[config.mk]
export PLATFORM = sky130hd
export DESIGN_NAME = dc_clamp_ctrl
export DESIGN_NICKNAME = d
export VERILOG_FILES = /design/src/rtl/clamp_pkg.sv /design/src/rtl/clamp_level_reg.sv /design/src/rtl/clamp_compare.sv /design/src/rtl/clamp_drive.sv /design/src/rtl/dc_clamp_ctrl.sv
export SDC_FILE = /design/constraint.sdc
export NUM_CORES = 1
export LEC_CHECK = 0
export ABC_AREA = 1
export BUFFER_PORTS_ARGS = -buffer_cell sky130_fd_sc_hd__clkbuf_2
export CAP_MARGIN = 20
export CORE_MARGIN = 2
export CORE_UTILIZATION = 30
export DETAILED_ROUTE_END_ITERATION = 12
export GPL_ROUTABILITY_DRIVEN = 1
export GPL_TIMING_DRIVEN = 0
export SLEW_MARGIN = 20
export SYNTH_ARGS = -nofsm -noshare
export SYNTH_HDL_FRONTEND = slang
export SYNTH_SLANG_ARGS = --single-unit
[constraint.sdc]
create_clock -name clk -period 4 [get_ports clk]
set_input_delay 0.4 -clock clk [delete_from_list [all_inputs] [get_ports clk]]
set_output_delay 0.4 -clock clk [all_outputs]
set_load 0.02 [all_outputs]
[src/rtl/clamp_pkg.sv]
package clamp_pkg;

    localparam int LVL_W  = 2;
    localparam int CODE_W = 8;

    typedef enum logic [LVL_W-1:0] {
        LVL_16  = 2'b00,
        LVL_24  = 2'b01,
        LVL_64  = 2'b10,
        LVL_128 = 2'b11
    } lvl_sel_e;

    typedef enum logic {
        CHAN_LUMA   = 1'b0,
        CHAN_CHROMA = 1'b1
    } chan_kind_e;

    typedef struct packed {
        logic sink;
        logic source;
        logic match;
    } clamp_cmd_t;

    // Target code for a select value; chroma cannot reach 24 and falls to 64.
    function automatic logic [CODE_W-1:0] level_code(lvl_sel_e s, chan_kind_e k);
        logic [CODE_W-1:0] c;
        case (s)
            LVL_16:  c = 8'd16;
            LVL_24:  c = (k == CHAN_CHROMA) ? 8'd64 : 8'd24;
            LVL_64:  c = 8'd64;
            default: c = 8'd128;
        endcase
        return c;
    endfunction

    function automatic lvl_sel_e reset_sel(chan_kind_e k);
        return (k == CHAN_CHROMA) ? LVL_128 : LVL_16;
    endfunction

endpackage

[src/rtl/clamp_level_reg.sv]
module clamp_level_reg
    import clamp_pkg::*;
#(
    parameter chan_kind_e CHAN_KIND = CHAN_LUMA,
    parameter int         DATA_W    = 8
) (
    input  logic              clk,
    input  logic              rst,
    input  logic              wr_en,
    input  logic [LVL_W-1:0]  sel_in,
    output logic [DATA_W-1:0] target_o
);

    lvl_sel_e sel_q;

    always_ff @(posedge clk) begin
        if (rst) begin
            sel_q <= reset_sel(CHAN_KIND);
        end else if (wr_en) begin
            sel_q <= lvl_sel_e'(sel_in);
        end
    end

    always_comb begin
        target_o = DATA_W'(level_code(sel_q, CHAN_KIND));
    end

    AST_SEL_HOLD: assert property (@(posedge clk) disable iff (rst)
        !wr_en |=> (sel_q == $past(sel_q)));

    generate
        if (CHAN_KIND == CHAN_CHROMA) begin : g_chroma_chk
            AST_NO_LEVEL_24: assert property (@(posedge clk) disable iff (rst)
                target_o != DATA_W'(24));
        end
    endgenerate

endmodule

[src/rtl/clamp_compare.sv]
module clamp_compare
    import clamp_pkg::*;
#(
    parameter int DATA_W = 8
) (
    input  logic [DATA_W-1:0] sample_i,
    input  logic [DATA_W-1:0] target_i,
    output clamp_cmd_t        want_o
);

    logic above;

    always_comb begin
        above         = (sample_i > target_i);
        want_o.sink   = above;
        want_o.source = !above;
        want_o.match  = (sample_i == target_i);
    end

endmodule

[src/rtl/clamp_drive.sv]
module clamp_drive
    import clamp_pkg::*;
(
    input  logic       clk,
    input  logic       rst,
    input  logic       gate_i,
    input  clamp_cmd_t want_i,
    output clamp_cmd_t cmd_o,
    output logic       idle_o
);

    always_ff @(posedge clk) begin
        if (rst) begin
            cmd_o  <= '0;
            idle_o <= 1'b1;
        end else if (gate_i) begin
            cmd_o  <= want_i;
            idle_o <= !(want_i.sink || want_i.source);
        end else begin
            cmd_o  <= '0;
            idle_o <= 1'b1;
        end
    end

    AST_EXCLUSIVE: assert property (@(posedge clk) disable iff (rst)
        $onehot0({cmd_o.sink, cmd_o.source}));

    AST_GATE_OFF: assert property (@(posedge clk) disable iff (rst)
        !gate_i |=> (idle_o && !cmd_o.sink && !cmd_o.source && !cmd_o.match));

endmodule

[src/rtl/dc_clamp_ctrl.sv]
module dc_clamp_ctrl
    import clamp_pkg::*;
#(
    parameter chan_kind_e CHAN_KIND = CHAN_LUMA,
    parameter int         DATA_W    = 8
) (
    input  logic              clk,
    input  logic              rst,
    input  logic [DATA_W-1:0] adc_code,
    input  logic              clamp_gate,
    input  logic              level_wr,
    input  logic [1:0]        level_sel,
    output logic              sink_o,
    output logic              source_o,
    output logic              idle_o,
    output logic              at_target_o,
    output logic [DATA_W-1:0] target_code
);

    clamp_cmd_t want;
    clamp_cmd_t cmd;

    clamp_level_reg #(.CHAN_KIND(CHAN_KIND), .DATA_W(DATA_W)) u_level (
        .clk      (clk),
        .rst      (rst),
        .wr_en    (level_wr),
        .sel_in   (level_sel),
        .target_o (target_code)
    );

    clamp_compare #(.DATA_W(DATA_W)) u_cmp (
        .sample_i (adc_code),
        .target_i (target_code),
        .want_o   (want)
    );

    clamp_drive u_drive (
        .clk    (clk),
        .rst    (rst),
        .gate_i (clamp_gate),
        .want_i (want),
        .cmd_o  (cmd),
        .idle_o (idle_o)
    );

    assign sink_o      = cmd.sink;
    assign source_o    = cmd.source;
    assign at_target_o = cmd.match;

    AST_SINK_ABOVE: assert property (@(posedge clk) disable iff (rst)
        (clamp_gate && adc_code > target_code) |=> (sink_o && !source_o));

    AST_SOURCE_NOT_ABOVE: assert property (@(posedge clk) disable iff (rst)
        (clamp_gate && adc_code <= target_code) |=> (source_o && !sink_o));

    AST_MATCH_FLAG: assert property (@(posedge clk) disable iff (rst)
        (clamp_gate && adc_code == target_code) |=> at_target_o);

    AST_IDLE_CONSISTENT: assert property (@(posedge clk) disable iff (rst)
        idle_o == !(sink_o || source_o));

endmodule

# After elaboration in Yosys (flattened, before gate mapping)
# Index checks and enable logic that the tools add are counted.
[totals] register_bits=6 latch_bits=0 mem_bits_rw=0 mem_bits_ro=0 in_bits=14 output_inout_bits=12 wordCells=15 mem_count=0
[op_classes] addsub=0 multipliers=0 div_mod_pow=0 order_cmp=1 eq_ne=3 n_shift=0 muxes=2 n_bitwise=1 reduce_logical=3
[ops] operator="one-hot mux 8 bit (3 select lines)" count=1
[ops] operator="equality test 8 bit" count=1
[ops] operator="> comparator 8 bit" count=1
[ops] operator="equality test 2 x 1 -> 1 bit (second input constant)" count=1
[ops] operator="equality test 2 bit (second input constant)" count=1
[ops] operator="zero test 2 bit" count=1
[ops] operator="OR reduction 2 bit" count=1
[ops] operator="zero test 1 bit" count=1
[ops] operator="2-to-1 mux 1 bit" count=1
[ops] operator="NOT 1 bit" count=1

# Logic depth before layout (Yosys ltp)
[logic_depth] depth_word=4 depth_mapped=10 ltp_nobuf=10

# By module
# From an unflattened synthesis, not the netlist that was laid out.
[hier_totals] hier_cells=79 area_unflattened_um2=518.0
[by_module_without_submodules] module="clamp_compare" n_inst=1 cells_each=39 area_each_um2=252.7 seq_area_each_um2=0.0
[by_module_without_submodules] module="clamp_level_reg" n_inst=1 cells_each=24 area_each_um2=137.6 seq_area_each_um2=40.0
[by_module_without_submodules] module="clamp_drive" n_inst=1 cells_each=16 area_each_um2=127.6 seq_area_each_um2=80.1

# Worst setup path before layout
# OpenSTA, ideal clock, no wires.
[synth_path] kind="reg2reg" from="register u_level.sel_q[1]" to="register u_drive.cmd_o[2] in the netlist's numbering" setup_ns=0.116 arrival_ns=1.520 t_required_ns=3.884 setup_slack_ns=2.364 path_stages_with_launch=11 n_path_buf=0 period_less_slack_ns=1.636 path_cell_list="dfxtp_1 inv_2 nor2_1 inv_1 ha_1 nand2_2 nor2_1 nor2_1 nand2_2 nand2_1 nor2_1"
[synth_via] elab_chain_cells=3 word_cells_on_any_way=5 cone_classes="order compare: 1; eq/ne: 2; mux: 1; reduce/logical: 1"
[synth_rtl] element="start: declaration" line="clamp_level_reg.sv:14" text="lvl_sel_e sel_q;"
[synth_rtl] element="start signal: assignment" line="clamp_level_reg.sv:18" text="sel_q <= reset_sel(CHAN_KIND);"
[synth_rtl] element="start signal: assignment" line="clamp_level_reg.sv:20" text="sel_q <= lvl_sel_e'(sel_in);"
[synth_rtl] element="equality test 2 bit (tied with other cells)" line="clamp_pkg.sv:27" text="case (s)"
[synth_rtl] element="one-hot mux 8 bit (3 select lines) *" line="clamp_pkg.sv:27"
[synth_rtl] element="via target_code[4]" line="dc_clamp_ctrl.sv:17" text="output logic [DATA_W-1:0] target_code"
[synth_rtl] element="> comparator 8 bit *" line="clamp_compare.sv:14" text="above = (sample_i > target_i);"
[synth_rtl] element="end signal: assignment" line="clamp_drive.sv:17" text="cmd_o <= want_i;"
[synth_rtl] element="end: declaration" line="clamp_drive.sv:8" text="output clamp_cmd_t cmd_o,"
# Mark *: on every way through the listed nets, which the timed path passes. The rest lies on a longest branch.
# A chain may end at the register's enable or synchronous reset.

# Worst setup path in the final report
[layout_path] from="register u_level.sel_q[1]" to="register u_drive.cmd_o[2] in the netlist's numbering"
[layout_via] elab_chain_cells=3 word_cells_on_any_way=5 cone_classes="order compare: 1; eq/ne: 2; mux: 1; reduce/logical: 1"
[layout_rtl] element="equality test 2 bit (tied with other cells)" line="clamp_pkg.sv:27"
[layout_rtl] element="one-hot mux 8 bit (3 select lines) *" line="clamp_pkg.sv:27"
[layout_rtl] element="> comparator 8 bit *" line="clamp_compare.sv:14"
# Every way passes the cells marked *; elsewhere a longest branch is shown, timed or not.

==> results.toml <==
[status]
status = "completed"

[global_routing]
grt_usage_pct = 10.4
grt_pass1_vias = 286
grt_first_pass_wirelength_mm = 1.06
antenna_found_initial = 0
globalRoute.totalOverflow = 0
grt_max_degree = 5

[power]
max-vdd-ir-drop_mv = 0.126
power_leakage_nw = 0.330
seqPwrFrac_pct = 39.6
finalPower_uw = 164
pwr-share-comb_pct = 26.8
power.switching_uw = 48.6
sw_frac_of_total_pct = 29.7
power.density_mw_per_mm2 = 300
p_clk_share_pct = 33.6
p_int_uw = 115

[critical_path]
required_ps = 4130
crit_path_start_kind = "register"
cp.arrival_ps = 1560
setup.worst_path.end_class = "register"
worstSetupPathType = "register to register"
rrSetupSlack_ps = 2560
path_max_fanout = 4

[clocking]
cts_sinks = 6
clock_latency_ps = 240
cts_buffers = 3
cts_resized = 0
cts-root-buf = "clkbuf_4"
cts_tree = "built"
cts.hold.buffers_added = 0
postCtsSetupBuffers = 0
htree_levels = 1
clock_path_buffers = 2
clkTransAtPathRegs_ps = 50

[detailed_routing]
wl_per_cell_um = 7.24
antenna_left = 0
drtIter0Drc = 5
wl_um = 681
drc = 0
via_per_inst = 3.95
vias = 371
dr.pass1.iters = 2

[timing]
hold_viol = 0
finalClockSkew_ps = 4.99
finalMaxSlewViolations = 0
fin_crit_sh_pct = 35.9
rsz0062_at_grt = "false"
timing.fmax_mhz = 697
hold_slack_ps = 398
period_needed_ps = 1440
setup_violations = 0
fin_setup_tns_ps = 0

[floorplanning]
rows = 12
die_w_um = 40.0
die_y_um = 40.0
dieArea_mm2 = 0.00160
ios = 26
start_util_pct = 33.7
coreArea_mm2 = 0.00116

[synthesis]
postSynthAreaPerCell_um2 = 7.34
ys.flop_type = "dfxtp_1"
yosys_warnings = 0
yosysTopAreaCell = "dfxtp_1"
synth_common_cells = "inv_1, nor2_1, dfxtp_1, nand2_1"
synth_cell_types = 17
synth_edf_count = 0
syn_inst = 53
synth_async_sr_flop_share_pct = 0
syn_area_um2 = 389
ys_seq_elements = 6
synth_top_area_share_pct = 30.9
synth_most_common_cell = "inv_1"
synth_area_leaders = "dfxtp_1, ha_1, inv_1, buf_4, nor2_1"
ys_seq_area_share_pct = 30.9

[finish]
final_layout_size_suffix_gt1_share_pct = 46.3
layoutNonFillerInstCount = 94
syn_to_final_growth_pct = 40.2
final_net_count = 100
fillerInstances = 119
antenna_cells = 0

[place]
dp.cells = 91
place.gp.congestion = 0.701
portBuffers = 21
post-dp-hpwl_um = 622

[worst_hold_path]
hold_path_class = "input pin to register"

[job]
max_cap_viol_count = 0
-- flip-flops by register name (all words and copies together) (netlist names) --
name	flops
u_drive.cmd_o	3
u_drive.idle_o	1
u_level.sel_q	2
-- final cells by class --
class | instances | area (um^2) | area share (%)
plain buffers | 5 | 33.8 | 6.19
repair buffers | 21 | 105 | 19.3
multi-input cells | 34 | 205 | 37.6
inverters | 11 | 41.3 | 7.57
clock buffers | 3 | 22.5 | 4.13
well taps | 14 | 17.5 | 3.21
flip-flops and latches | 6 | 120 | 22.0
-- cells in the final DEF, fill, tap and decap left out, drive strengths merged --
cell type,Yosys,final
nor3,1,1
a21oi,3,3
conb,1,4
nand2,9,9
o21ai,2,2
clkbuf,1,25
buf,4,4
inv,11,11
nor2,9,9
dfxtp,6,6
or2,1,1
nand3b,1,1
ha,4,4
-- cell families after synthesis --
kind of cell             Yosys count  share of synthesized area (%)
AO/OA/AOI/OAI                      5                           7.40
flip-flops                         6                           30.9
adder cells (fa/ha/maj)            4                           12.9
AND/OR/NAND/NOR                   21                           28.6
buffers and inverters             16                           19.3
other                              1                          0.964
-- metal layers --
| metal | part of all wire, % | track usage, % |
|---|---|---|
| met2 | 53 | 15.7 |
| met1 | 39 | 12.0 |
| met5 | 0 | 0 |
| met4 | 0 | 5.17 |
| met3 | 8.2 | 5.00 |
-- worst max-delay path, stage by stage, from the launching register on --
cell and delay (ps):
dfxtp_1 390, inv_2 60, nor2_1 120, inv_1 60, ha_1 280, nand2_2 100
nor2_1 60, nor2_1 100, nand2_2 70, nand2_1 60, nor2_1 30
-- power groups by stage --
stage	logic [mW]	clock network (mW)	registers, mW
6_report	0.0439	0.0550	0.0648
5_1_grt	0.0496	0.0616	0.0651
4_1_cts	0.0446	0.0575	0.0648
3_5_place_dp	0.0444	0	0.0660
3_3_place_gp	0.0439	0	0.0660
2_1_floorplan	0.0292	0	0.0679
-- final timing paths --
| check | end | startpoint | depth (start not counted) |
|---|---|---|---|
| worst min register to register | u_level.sel_q[0] | u_level.sel_q[0] | 2 |
| worst max register to register | u_drive.cmd_o[2] | u_level.sel_q[1] | 10 |
| worst max-delay path | u_drive.cmd_o[2] | u_level.sel_q[1] | 10 |
| worst min-delay path | u_drive.idle_o | clamp_gate | 2 |
-- stage by stage --
| step | cell area, um^2 | setup slack [ps] | utilization, % |
|---|---|---|---|
| finish | 546 | 2560 | 47.2 |
| global route | 546 | 2420 | 47.2 |
| CTS | 546 | 2550 | 47.2 |
| detailed placement | 523 | 2530 | 45.2 |
| global placement | 523 | 2540 | 45.2 |
| floorplan | 400 | 2360 | - |
No activity file was read; power rests on OpenSTA's default activity.
